[src/rtl/spi_slv_pkg.sv]
package spi_slv_pkg;

    typedef enum logic [1:0] {
        ST_IDLE = 2'd0,
        ST_XFER = 2'd1,
        ST_HOLD = 2'd2
    } slv_state_e;

    typedef struct packed {
        logic cap;
        logic drv;
    } sck_evt_t;

endpackage

[src/rtl/spi_pin_sync.sv]
module spi_pin_sync #(
    parameter int             W       = 3,
    parameter int             STAGES  = 2,
    parameter logic [W-1:0]   RST_VAL = '0
) (
    input  logic         clk,
    input  logic         rst_n,
    input  logic [W-1:0] d_i,
    output logic [W-1:0] q_o
);

    for (genvar b = 0; b < W; b++) begin : g_bit
        logic [STAGES-1:0] chain;

        always_ff @(posedge clk or negedge rst_n) begin
            if (!rst_n) begin
                chain <= {STAGES{RST_VAL[b]}};
            end else begin
                chain <= {chain[STAGES-2:0], d_i[b]};
            end
        end

        assign q_o[b] = chain[STAGES-1];
    end

endmodule

[src/rtl/spi_edge_classify.sv]
module spi_edge_classify
    import spi_slv_pkg::*;
(
    input  logic     clk,
    input  logic     rst_n,
    input  logic     sck_s_i,
    input  logic     cpol_i,
    input  logic     cpha_i,
    output sck_evt_t evt_o
);

    logic sck_d;
    logic rise;
    logic fall;
    logic lead;
    logic trail;

    always_ff @(posedge clk or negedge rst_n) begin
        if (!rst_n) begin
            sck_d <= 1'b0;
        end else begin
            sck_d <= sck_s_i;
        end
    end

    always_comb begin
        rise      = sck_s_i & ~sck_d;
        fall      = ~sck_s_i & sck_d;
        lead      = cpol_i ? fall : rise;
        trail     = cpol_i ? rise : fall;
        evt_o.cap = cpha_i ? trail : lead;
        evt_o.drv = cpha_i ? lead : trail;
    end

endmodule

[src/rtl/spi_slv_fsm.sv]
module spi_slv_fsm
    import spi_slv_pkg::*;
#(
    parameter int BITS = 8
) (
    input  logic            clk,
    input  logic            rst_n,
    input  logic            ss_n_s_i,
    input  logic            mosi_s_i,
    input  logic            cpha_i,
    input  sck_evt_t        evt_i,
    input  logic [BITS-1:0] load_i,
    output logic            busy_o,
    output logic            miso_bit_o,
    output logic            done_o,
    output logic [BITS-1:0] rx_byte_o
);

    localparam int CW = $clog2(BITS);
    localparam logic [CW-1:0] LAST = CW'(BITS - 1);

    slv_state_e      state_q;
    slv_state_e      state_nx;
    logic [CW-1:0]   cnt_q;
    logic [BITS-2:0] rx_sh_q;
    logic [BITS-1:0] tx_sh_q;
    logic            last_cap;

    assign last_cap = (state_q == ST_XFER) && evt_i.cap && (cnt_q == LAST);

    // state register
    always_ff @(posedge clk or negedge rst_n) begin
        if (!rst_n) begin
            state_q <= ST_IDLE;
        end else begin
            state_q <= state_nx;
        end
    end

    // next-state logic
    always_comb begin
        state_nx = state_q;
        unique case (state_q)
            ST_IDLE: begin
                if (!ss_n_s_i) state_nx = ST_XFER;
            end
            ST_XFER: begin
                if (ss_n_s_i) begin
                    state_nx = ST_IDLE;
                end else if (last_cap && !cpha_i) begin
                    state_nx = ST_HOLD;
                end
            end
            ST_HOLD: begin
                if (ss_n_s_i) state_nx = ST_IDLE;
            end
            default: state_nx = ST_IDLE;
        endcase
    end

    // shift datapath
    always_ff @(posedge clk or negedge rst_n) begin
        if (!rst_n) begin
            cnt_q   <= '0;
            rx_sh_q <= '0;
            tx_sh_q <= '0;
        end else begin
            unique case (state_q)
                ST_IDLE: begin
                    cnt_q   <= '0;
                    tx_sh_q <= load_i;
                end
                ST_XFER: begin
                    if (evt_i.cap) begin
                        rx_sh_q <= rx_byte_o[BITS-2:0];
                        if (cnt_q == LAST) begin
                            cnt_q <= '0;
                            if (cpha_i) tx_sh_q <= load_i;
                        end else begin
                            cnt_q <= cnt_q + 1'b1;
                        end
                    end else if (evt_i.drv) begin
                        if (!cpha_i || (cnt_q != '0)) begin
                            tx_sh_q <= {tx_sh_q[BITS-2:0], 1'b0};
                        end
                    end
                end
                ST_HOLD: begin
                    cnt_q <= '0;
                end
                default: begin
                    cnt_q <= '0;
                end
            endcase
        end
    end

    // outputs
    always_comb begin
        busy_o     = (state_q != ST_IDLE);
        miso_bit_o = tx_sh_q[BITS-1];
        done_o     = last_cap;
        rx_byte_o  = {rx_sh_q, mosi_s_i};
    end

endmodule

[src/rtl/spi_host_regs.sv]
module spi_host_regs #(
    parameter int BITS = 8
) (
    input  logic            clk,
    input  logic            rst_n,
    input  logic            wr_en_i,
    input  logic [BITS-1:0] wr_data_i,
    input  logic            rd_en_i,
    input  logic            clr_i,
    input  logic            lock_i,
    input  logic            done_i,
    input  logic [BITS-1:0] rx_byte_i,
    output logic [BITS-1:0] data_q_o,
    output logic [BITS-1:0] rx_q_o,
    output logic            done_flag_o,
    output logic            collide_flag_o
);

    always_ff @(posedge clk or negedge rst_n) begin
        if (!rst_n) begin
            data_q_o <= '0;
        end else if (wr_en_i && !lock_i) begin
            data_q_o <= wr_data_i;
        end
    end

    always_ff @(posedge clk or negedge rst_n) begin
        if (!rst_n) begin
            rx_q_o <= '0;
        end else if (done_i) begin
            rx_q_o <= rx_byte_i;
        end
    end

    always_ff @(posedge clk or negedge rst_n) begin
        if (!rst_n) begin
            done_flag_o <= 1'b0;
        end else if (done_i) begin
            done_flag_o <= 1'b1;
        end else if (rd_en_i) begin
            done_flag_o <= 1'b0;
        end
    end

    always_ff @(posedge clk or negedge rst_n) begin
        if (!rst_n) begin
            collide_flag_o <= 1'b0;
        end else if (wr_en_i && lock_i) begin
            collide_flag_o <= 1'b1;
        end else if (clr_i) begin
            collide_flag_o <= 1'b0;
        end
    end

endmodule

[src/rtl/spi_byte_slave.sv]
module spi_byte_slave
    import spi_slv_pkg::*;
#(
    parameter int DATA_W      = 8,
    parameter int SYNC_STAGES = 2
) (
    input  logic              clk,
    input  logic              rst_n,
    input  logic              cfg_cpol_i,
    input  logic              cfg_cpha_i,
    input  logic              sck_i,
    input  logic              mosi_i,
    input  logic              ss_n_i,
    output logic              miso_o,
    output logic              miso_oe_o,
    input  logic              wr_en_i,
    input  logic [DATA_W-1:0] wr_data_i,
    input  logic              rd_en_i,
    output logic [DATA_W-1:0] rd_data_o,
    output logic              xfer_done_o,
    output logic              collide_o,
    input  logic              collide_clr_i
);

    localparam int PINS = 3;

    logic [PINS-1:0]   pins_s;
    logic              sck_s;
    logic              mosi_s;
    logic              ss_n_s;
    sck_evt_t          evt;
    logic              xfer_busy;
    logic              miso_bit;
    logic              byte_done;
    logic [DATA_W-1:0] rx_byte;
    logic [DATA_W-1:0] data_q;

    spi_pin_sync #(
        .W       (PINS),
        .STAGES  (SYNC_STAGES),
        .RST_VAL (3'b100)
    ) u_sync (
        .clk   (clk),
        .rst_n (rst_n),
        .d_i   ({ss_n_i, mosi_i, sck_i}),
        .q_o   (pins_s)
    );

    assign sck_s  = pins_s[0];
    assign mosi_s = pins_s[1];
    assign ss_n_s = pins_s[2];

    spi_edge_classify u_edge (
        .clk     (clk),
        .rst_n   (rst_n),
        .sck_s_i (sck_s),
        .cpol_i  (cfg_cpol_i),
        .cpha_i  (cfg_cpha_i),
        .evt_o   (evt)
    );

    spi_slv_fsm #(
        .BITS (DATA_W)
    ) u_fsm (
        .clk        (clk),
        .rst_n      (rst_n),
        .ss_n_s_i   (ss_n_s),
        .mosi_s_i   (mosi_s),
        .cpha_i     (cfg_cpha_i),
        .evt_i      (evt),
        .load_i     (data_q),
        .busy_o     (xfer_busy),
        .miso_bit_o (miso_bit),
        .done_o     (byte_done),
        .rx_byte_o  (rx_byte)
    );

    spi_host_regs #(
        .BITS (DATA_W)
    ) u_regs (
        .clk            (clk),
        .rst_n          (rst_n),
        .wr_en_i        (wr_en_i),
        .wr_data_i      (wr_data_i),
        .rd_en_i        (rd_en_i),
        .clr_i          (collide_clr_i),
        .lock_i         (xfer_busy | ~ss_n_s),
        .done_i         (byte_done),
        .rx_byte_i      (rx_byte),
        .data_q_o       (data_q),
        .rx_q_o         (rd_data_o),
        .done_flag_o    (xfer_done_o),
        .collide_flag_o (collide_o)
    );

    assign miso_oe_o = xfer_busy;
    assign miso_o    = xfer_busy ? miso_bit : 1'b0;

endmodule

[config.mk]
export PLATFORM = sky130hd
export DESIGN_NAME = spi_byte_slave
export DESIGN_NICKNAME = d
export VERILOG_FILES = /design/src/rtl/spi_slv_pkg.sv /design/src/rtl/spi_pin_sync.sv /design/src/rtl/spi_edge_classify.sv /design/src/rtl/spi_slv_fsm.sv /design/src/rtl/spi_host_regs.sv /design/src/rtl/spi_byte_slave.sv
export SDC_FILE = /design/constraint.sdc
export NUM_CORES = 1
export LEC_CHECK = 0
export CORE_ASPECT_RATIO = 1.25
export CORE_UTILIZATION = 40
export CTS_BUF_LIST = sky130_fd_sc_hd__clkbuf_4 sky130_fd_sc_hd__clkbuf_8
export CTS_CLUSTER_DIAMETER = 150
export CTS_CLUSTER_SIZE = 14
export DETAILED_ROUTE_END_ITERATION = 16
export GPL_TIMING_DRIVEN = 0
export SLEW_MARGIN = 20
export SYNTH_ARGS = -nofsm -noshare
export SYNTH_HDL_FRONTEND = slang
export SYNTH_SLANG_ARGS = --single-unit
[constraint.sdc]
create_clock -name clk -period 2.3 [get_ports clk]
set_clock_uncertainty 0.2 [all_clocks]
set_input_delay 0.46 -clock clk [delete_from_list [all_inputs] [get_ports clk]]
set_output_delay 0.46 -clock clk [all_outputs]
set_load 0.05 [all_outputs]
# Yosys cells after proc, flatten, opt, wreduce, memory -nomap -nowiden
# Cells that the tools add are included.
[totals]
register_bits = 45
out_inout_bits = 12
elab_cells = 70
inputBits = 18
[classes]
reduce_logical = 17
bitwise = 6
n_eq_ne = 11
addsub = 1
mux = 23
[ops]
columns = ["cell", "count"]
rows = [
  ["2-to-1 mux 8 bit", 5],
  ["one-hot mux 8 bit (2 select lines)", 1],
  ["2-to-1 mux 1 bit", 9],
  ["2-to-1 mux 3 bit", 3],
  ["inequality test 3 bit, second input constant", 3],
  ["2-to-1 mux 2 bit", 4],
  ["nonzero test 2 bit", 4],
  ["inequality test 3 x 2 -> 1 bit, second input constant", 2],
  ["one-hot mux 2 bit (3 select lines)", 1],
  ["logical AND 1 bit", 5],
  ["AND reduction 5 bit", 1],
  ["inequality test 2 bit, second input constant", 2],
  ["adder 3 x 1 -> 3 bit, second input constant", 1],
  ["equality test 3 bit, second input constant", 1],
  ["inverter 1 bit", 3],
  ["AND reduction 3 bit", 1],
  ["nonzero test 3 bit", 1],
  ["bitwise AND 1 bit", 2],
  ["equality test 2 x 1 -> 1 bit, second input constant", 1],
  ["equality test 2 bit, second input constant", 1],
  ["zero test 1 bit", 2],
  ["zero test 2 bit", 1],
  ["inequality test 2 x 1 -> 1 bit, second input constant", 1],
  ["AND reduction 2 bit", 1],
  ["2 further kinds", 2],
]

# Longest topological paths before layout
# Gate-level depths: netlist of run 1.
[logic_depth]
word_depth = 10
depth_mapped = 7
ltp_nobuf = 6

# Hierarchy
# A second synthesis of run 1 with hierarchy kept.
[hier_totals]
cells_unflattened = 134
area_unflattened_um2 = 1929.4
[modules_own_cells]
columns = ["mod", "seq_area_each_um2", "cells_per_inst", "instances", "area_per_inst_um2"]
rows = [
  ["spi_slv_fsm", 500.5, 75, 1, 960.9],
  ["spi_host_regs", 450.4, 42, 1, 714.4],
  ["spi_pin_sync", 152.6, 9, 1, 175.2],
  ["spi_edge_classify", 25.0, 6, 1, 66.3],
  ["spi_byte_slave", 0.0, 2, 1, 12.5],
]

# Worst setup path before layout of run 1
# OpenSTA, ideal clock, no wires.
[synth_path]
kind = "input -> register"
from = "input cfg_cpol_i"
to = "register u_fsm.tx_sh_q[1]"
path_buffers = 0
slack_ps = 197
setup_ps = 125
cell_stages = 5
required_time_ps = 1975
arrival_time_ps = 1778
path_cell_list = "xnor2_2 mux2i_4 o21ai_1 a21oi_4 mux2_2"
[synth_between]
elab_chain_cells = 4
word_cells_on_any_way = 11
classes_between = "4 x eq/ne; 6 x mux; 1 x reduce/logical"
[synth_rtl]
columns = ["item", "line_no", "source"]
rows = [
  ["start: declaration", "spi_byte_slave.sv:9", "input logic cfg_cpol_i,"],
  ["2-to-1 mux 1 bit, on equally long branches", "spi_edge_classify.sv:29, spi_edge_classify.sv:30", ""],
  ["2-to-1 mux 1 bit, on equally long branches", "spi_edge_classify.sv:31, spi_edge_classify.sv:32", ""],
  ["inequality test 3 bit (no line), or another cell as far along", "--", ""],
  ["AND reduction 5 bit (no line) / one-hot mux 8 bit (2 select lines) (equally long branches)", "--", ""],
  ["end signal: assignment", "spi_slv_fsm.sv:71", "tx_sh_q <= load_i;"],
  ["end signal: assignment", "spi_slv_fsm.sv:78", "if (cpha_i) tx_sh_q <= load_i;"],
  ["end signal: assignment", "spi_slv_fsm.sv:84", "tx_sh_q <= {tx_sh_q[BITS-2:0], 1'b0};"],
  ["end: declaration", "spi_slv_fsm.sv:26", "logic [BITS-1:0] tx_sh_q;"],
]
# Parallel ways exist; a longest one is shown, timed or not.
# A chain may end at the register's enable or synchronous reset.

# Worst setup path after layout of run 1
[layout_path]
from = "input cfg_cpha_i"
to = "register u_fsm.tx_sh_q[4]"
[layout_between]
elab_chain_cells = 4
word_cells_on_any_way = 11
classes_between = "4 x eq/ne; 4 x mux; 3 x reduce/logical"
[layout_rtl]
columns = ["item", "line_no", "source"]
rows = [
  ["start: declaration", "spi_byte_slave.sv:10", "input logic cfg_cpha_i,"],
  ["zero test 1 bit", "spi_slv_fsm.sv:83", "if (!cpha_i || (cnt_q != '0)) begin"],
  ["logical OR 1 bit", "spi_slv_fsm.sv:83", ""],
  ["inequality test 3 x 2 -> 1 bit (no line)", "--", ""],
  ["AND reduction 5 bit (no line)", "--", ""],
]
# Parallel ways exist; a longest one is shown, timed or not.

==> impl_metrics.yaml, run 1 <==
layout:
  seq_area_um2: 1130
  layout-drive-gt1-share_pct: 35.2
  nets: 200
  multi_input_area_um2: 737
  final_area_um2: 2430
  syn_to_final_growth_pct: 26.7
  n_fill_cell: 395
  diodes: 0
  fin_cells: 237
clocking:
  clk_pin_slew_worst_paths_ns: 0.08
  root_buffer: "clkbuf_8"
  cts.sinks: 45
  cts_htree_levels: 2
  cts.path.max_buffers: 2
  cts_buffers: 5
  cts_tree: "built"
  clock_latency_ns: 0.29
timing:
  slew_viol_final: 0
  finalCriticalPeriod_ns: 2.22
  worstMarginPinSlew_ns: 0.518
  tns_ns: 0
  final-setup-viol-count: 0
  finalCritPeriodShare_pct: 96.3
  final-hold-violation-count: 0
  fmax_mhz: 451
  relSlewSlack_pct: 65.5
  final.setup.worst_slack_ns: 0.0841
  rsz0062_at_grt: "false"
setup_path:
  worst_path_largest_cell_delay_ns: 0.35
  path_delay_family: "multiplexers"
  path_buf_inv: 2
  worstSetupStartpointType: "input pin"
  crit_path_frequent_cell: "mux2_2"
  cp_cell_sequence: "dlygate4sd2_1 -> xnor2_2 -> mux2i_4 -> buf_4 -> nor2_4 -> mux2_2 -> mux2_2"
  path_max_fanout: 7
  critPathRequiredTime_ns: 2.28
  cp_slowest_cell: "mux2_2"
  worstReg2RegStart: "u_fsm.state_q[0]"
  crit_path_start: "cfg_cpha_i"
  path_class: "input pin to flop"
  end_kind: "flop"
  critPathArrivalTime_ns: 2.19
grt:
  grt_pass1_vias: 1259
  grt_antenna_before_repair: 0
  grt_max_degree: 26
  grt.total_usage_pct: 14.5
  grt_overflow: 0
  grt_pass1_wl_um: 5660
synth:
  yosys.area_share.simple_pct: 6.99
  syn_area_per_cell_um2: 13.9
  ys_seq_area_share_pct: 59.0
  mappedNetlistArea_um2: 1910
  synth_top_family_by_area: "multiplexers"
  synth_xor_area_share_pct: 1.76
  synthArstFlopShare_pct: 100
  synth_cells: 138
  syn_nets: 159
  synth-compound-area-share_pct: 4.18
  synth_warnings: 0
  synth_ff_type: "dfrtp_1"
  synth-seq-cells: 45
  synthAdderAreaFrac_pct: 1.96
  ys_types: 31
  synthMuxAreaShare_pct: 23.5
  synth_edf_count: 0
floorplanning:
  initial_core_util_pct: 42.6
  io_pins: 30
  fp.dieW_um: 63.9
  fp.dieH_um: 79.3
  core_area_um2: 4490
  die_area_um2: 5070
  num_rows: 27
route:
  drt-initial-drc-count: 28
  totalWireLength_um: 3270
  vias: 1150
  drt-pass1-iter-count: 4
  drcViolationCount: 0
  antenna_left: 0
  wl_per_cell_um: 13.8
  via_per_inst: 4.85
power:
  p_leak_nw: 1.09
  seqPwrFrac_pct: 54.5
  total_power_mw: 1.90
  sw_frac_of_total_pct: 25.1
  p_int_mw: 1.42
  vdd.ir_drop.worst_v: 0.000417
  p_comb_share_pct: 19.5
  p_per_area_nw_per_um2: 782
  clkPwrFrac_pct: 26.0
  p_sw_uw: 475
placed_design:
  dp.cells: 226
  gp_congestion: 0.705
  pre_cts_ws_ns: -0.595
  io_buffers: 29
  detailed_place_hpwl_um: 2370
  placed_area_um2: 2300
status:
  status: "finished, final reports clean"
worst_hold_path:
  hold_class: "flop to flop"
  worstHoldStart: "u_sync.g_bit[1].chain[0]"
run:
  maxCapViolations: 0
==> routing by layer <==
| metal | vias to the layer above | track usage (%) | part of all wire [%] |
|---|---|---|---|
| met5 | - | 0 | 0 |
| met4 | 0 | 4.77 | 0.83 |
| met3 | 4 | 3.59 | 4.2 |
| met2 | 28 | 25.3 | 51 |
| met1 | 574 | 17.2 | 44 |
| li1 | 544 | - | - |
==> final cells by class <==
class | instances | share of cell area (%)
flip-flops and latches | 45 | 46.5
repair buffers | 34 | 14.2
multi-input cells | 80 | 30.4
well taps | 58 | 2.99
inverters | 9 | 1.39
clock buffers | 7 | 3.71
plain buffers | 4 | 0.774
==> kinds of logic (layout without fill, tap and decap cells) <==
family / after synthesis / count (layout)
AO/OA/AOI/OAI: 10 / 10
XOR/XNOR: 3 / 3
adder cells (fa/ha/maj): 3 / 3
buffers and inverters: 13 / 54
flip-flops: 45 / 45
multiplexers: 39 / 39
AND/OR/NAND/NOR: 25 / 25
==> synth_stat cells, drive strengths merged, types with 3 or more instances <==
library cell  count  share of area (%)
and2              3                1.0
nand2             3               0.59
ha                3                2.0
mux2             37                 22
xnor2             3                1.8
dfrtp            43                 56
inv               9                1.8
nand2b            3               0.98
nor2              9                2.2
o21ai             3               0.78
==> per-stage QoR <==
stage | hold WS (ns) | util, %
final | 0.153 | 54.0
after global routing | 0.160 | 54.0
after CTS | 0.157 | 53.9
after detailed placement | 0.138 | 51.2
after global placement | 0.134 | 50.7
after floorplan | -0.0356 | -
==> cell usage in the layout (no fill, tap or decap), types with 2 or more instances in the layout <==
master,instances
dfrtp_1,43
mux2_2,37
clkdlybuf4s50_1,24
inv_1,9
nor2_1,7
clkbuf_8,6
nand2b_1,3
buf_2,3
nand2_1,3
ha_1,3
buf_4,3
nor2b_1,2
xnor2_1,2
and2_1,2
o21ai_0,2
o22ai_1,2
dlygate4sd2_1,2
clkdlybuf4s15_2,2
dfstp_2,2
==> worst register-to-register path: cells and delay by family (launching register included) <==
kind	cells	cell delay [ns]
AND/OR/NAND/NOR	1	0.20
flip-flops	1	0.36
AO/OA/AOI/OAI	3	0.69
multiplexers	1	0.38
buffers and inverters	1	0.19
==> power groups by stage <==
| stage | Clock [mW] | Combinational, mW | Sequential, mW |
|---|---|---|---|
| global route | 0.538 | 0.406 | 1.06 |
| floorplan | 0 | 0.263 | 1.03 |
| detailed placement | 0 | 0.371 | 1.05 |
| CTS | 0.514 | 0.377 | 1.04 |
| global placement | 0 | 0.350 | 1.04 |
| finish | 0.494 | 0.369 | 1.03 |
==> registers in the layout, summed over array words and instances (netlist names) <==
name and count:
u_fsm.tx_sh_q 8, u_regs.data_q_o 8, u_regs.rx_q_o 8, u_fsm.rx_sh_q 7
u_sync.g_bit.chain 6, u_fsm.cnt_q 3, u_fsm.state_q 2, u_edge.sck_d 1
u_regs.collide_flag_o 1, u_regs.done_flag_o 1
==> path summary, 6_finish.rpt <==
path / endpoint / slack [ns] / cells after the start
max reg2reg: u_fsm.tx_sh_q[4] / 0.16 / 6
max in group asynchronous: u_fsm.tx_sh_q[7] / 0.93 / 3
max: u_fsm.tx_sh_q[4] / 0.08 / 7
min in group asynchronous: u_regs.rx_q_o[1] / 0.48 / 2
min: u_sync.g_bit[1].chain[1] / 0.15 / 0
min reg2reg: u_sync.g_bit[1].chain[1] / 0.15 / 0
==> what timing repair did <==
| item | CTS | global route |
|---|---|---|
| hold endpoints to repair | 18 | 0 |
| setup buffers | 3 | 0 |
| endpoints found under the setup margin | 25 | 2 |
| pin swaps | 1 | 0 |
| resized for setup | 9 | 1 |
| hold buffers | 1 | 0 |
Note: power is estimated with default switching activity, not from simulation.
==> inputs of run 2 (changes only) <==
--- a/config.mk
+++ b/config.mk
@@ -5,6 +5,7 @@
 export SDC_FILE = /design/constraint.sdc
 export NUM_CORES = 1
 export LEC_CHECK = 0
+export ABC_CLOCK_PERIOD_IN_PS = 2300
 export CORE_ASPECT_RATIO = 1.25
 export CORE_UTILIZATION = 40
 export CTS_BUF_LIST = sky130_fd_sc_hd__clkbuf_4 sky130_fd_sc_hd__clkbuf_8
==> results of run 2 <==
No change in the layout: final DEF, timing and power equal those of run 1.
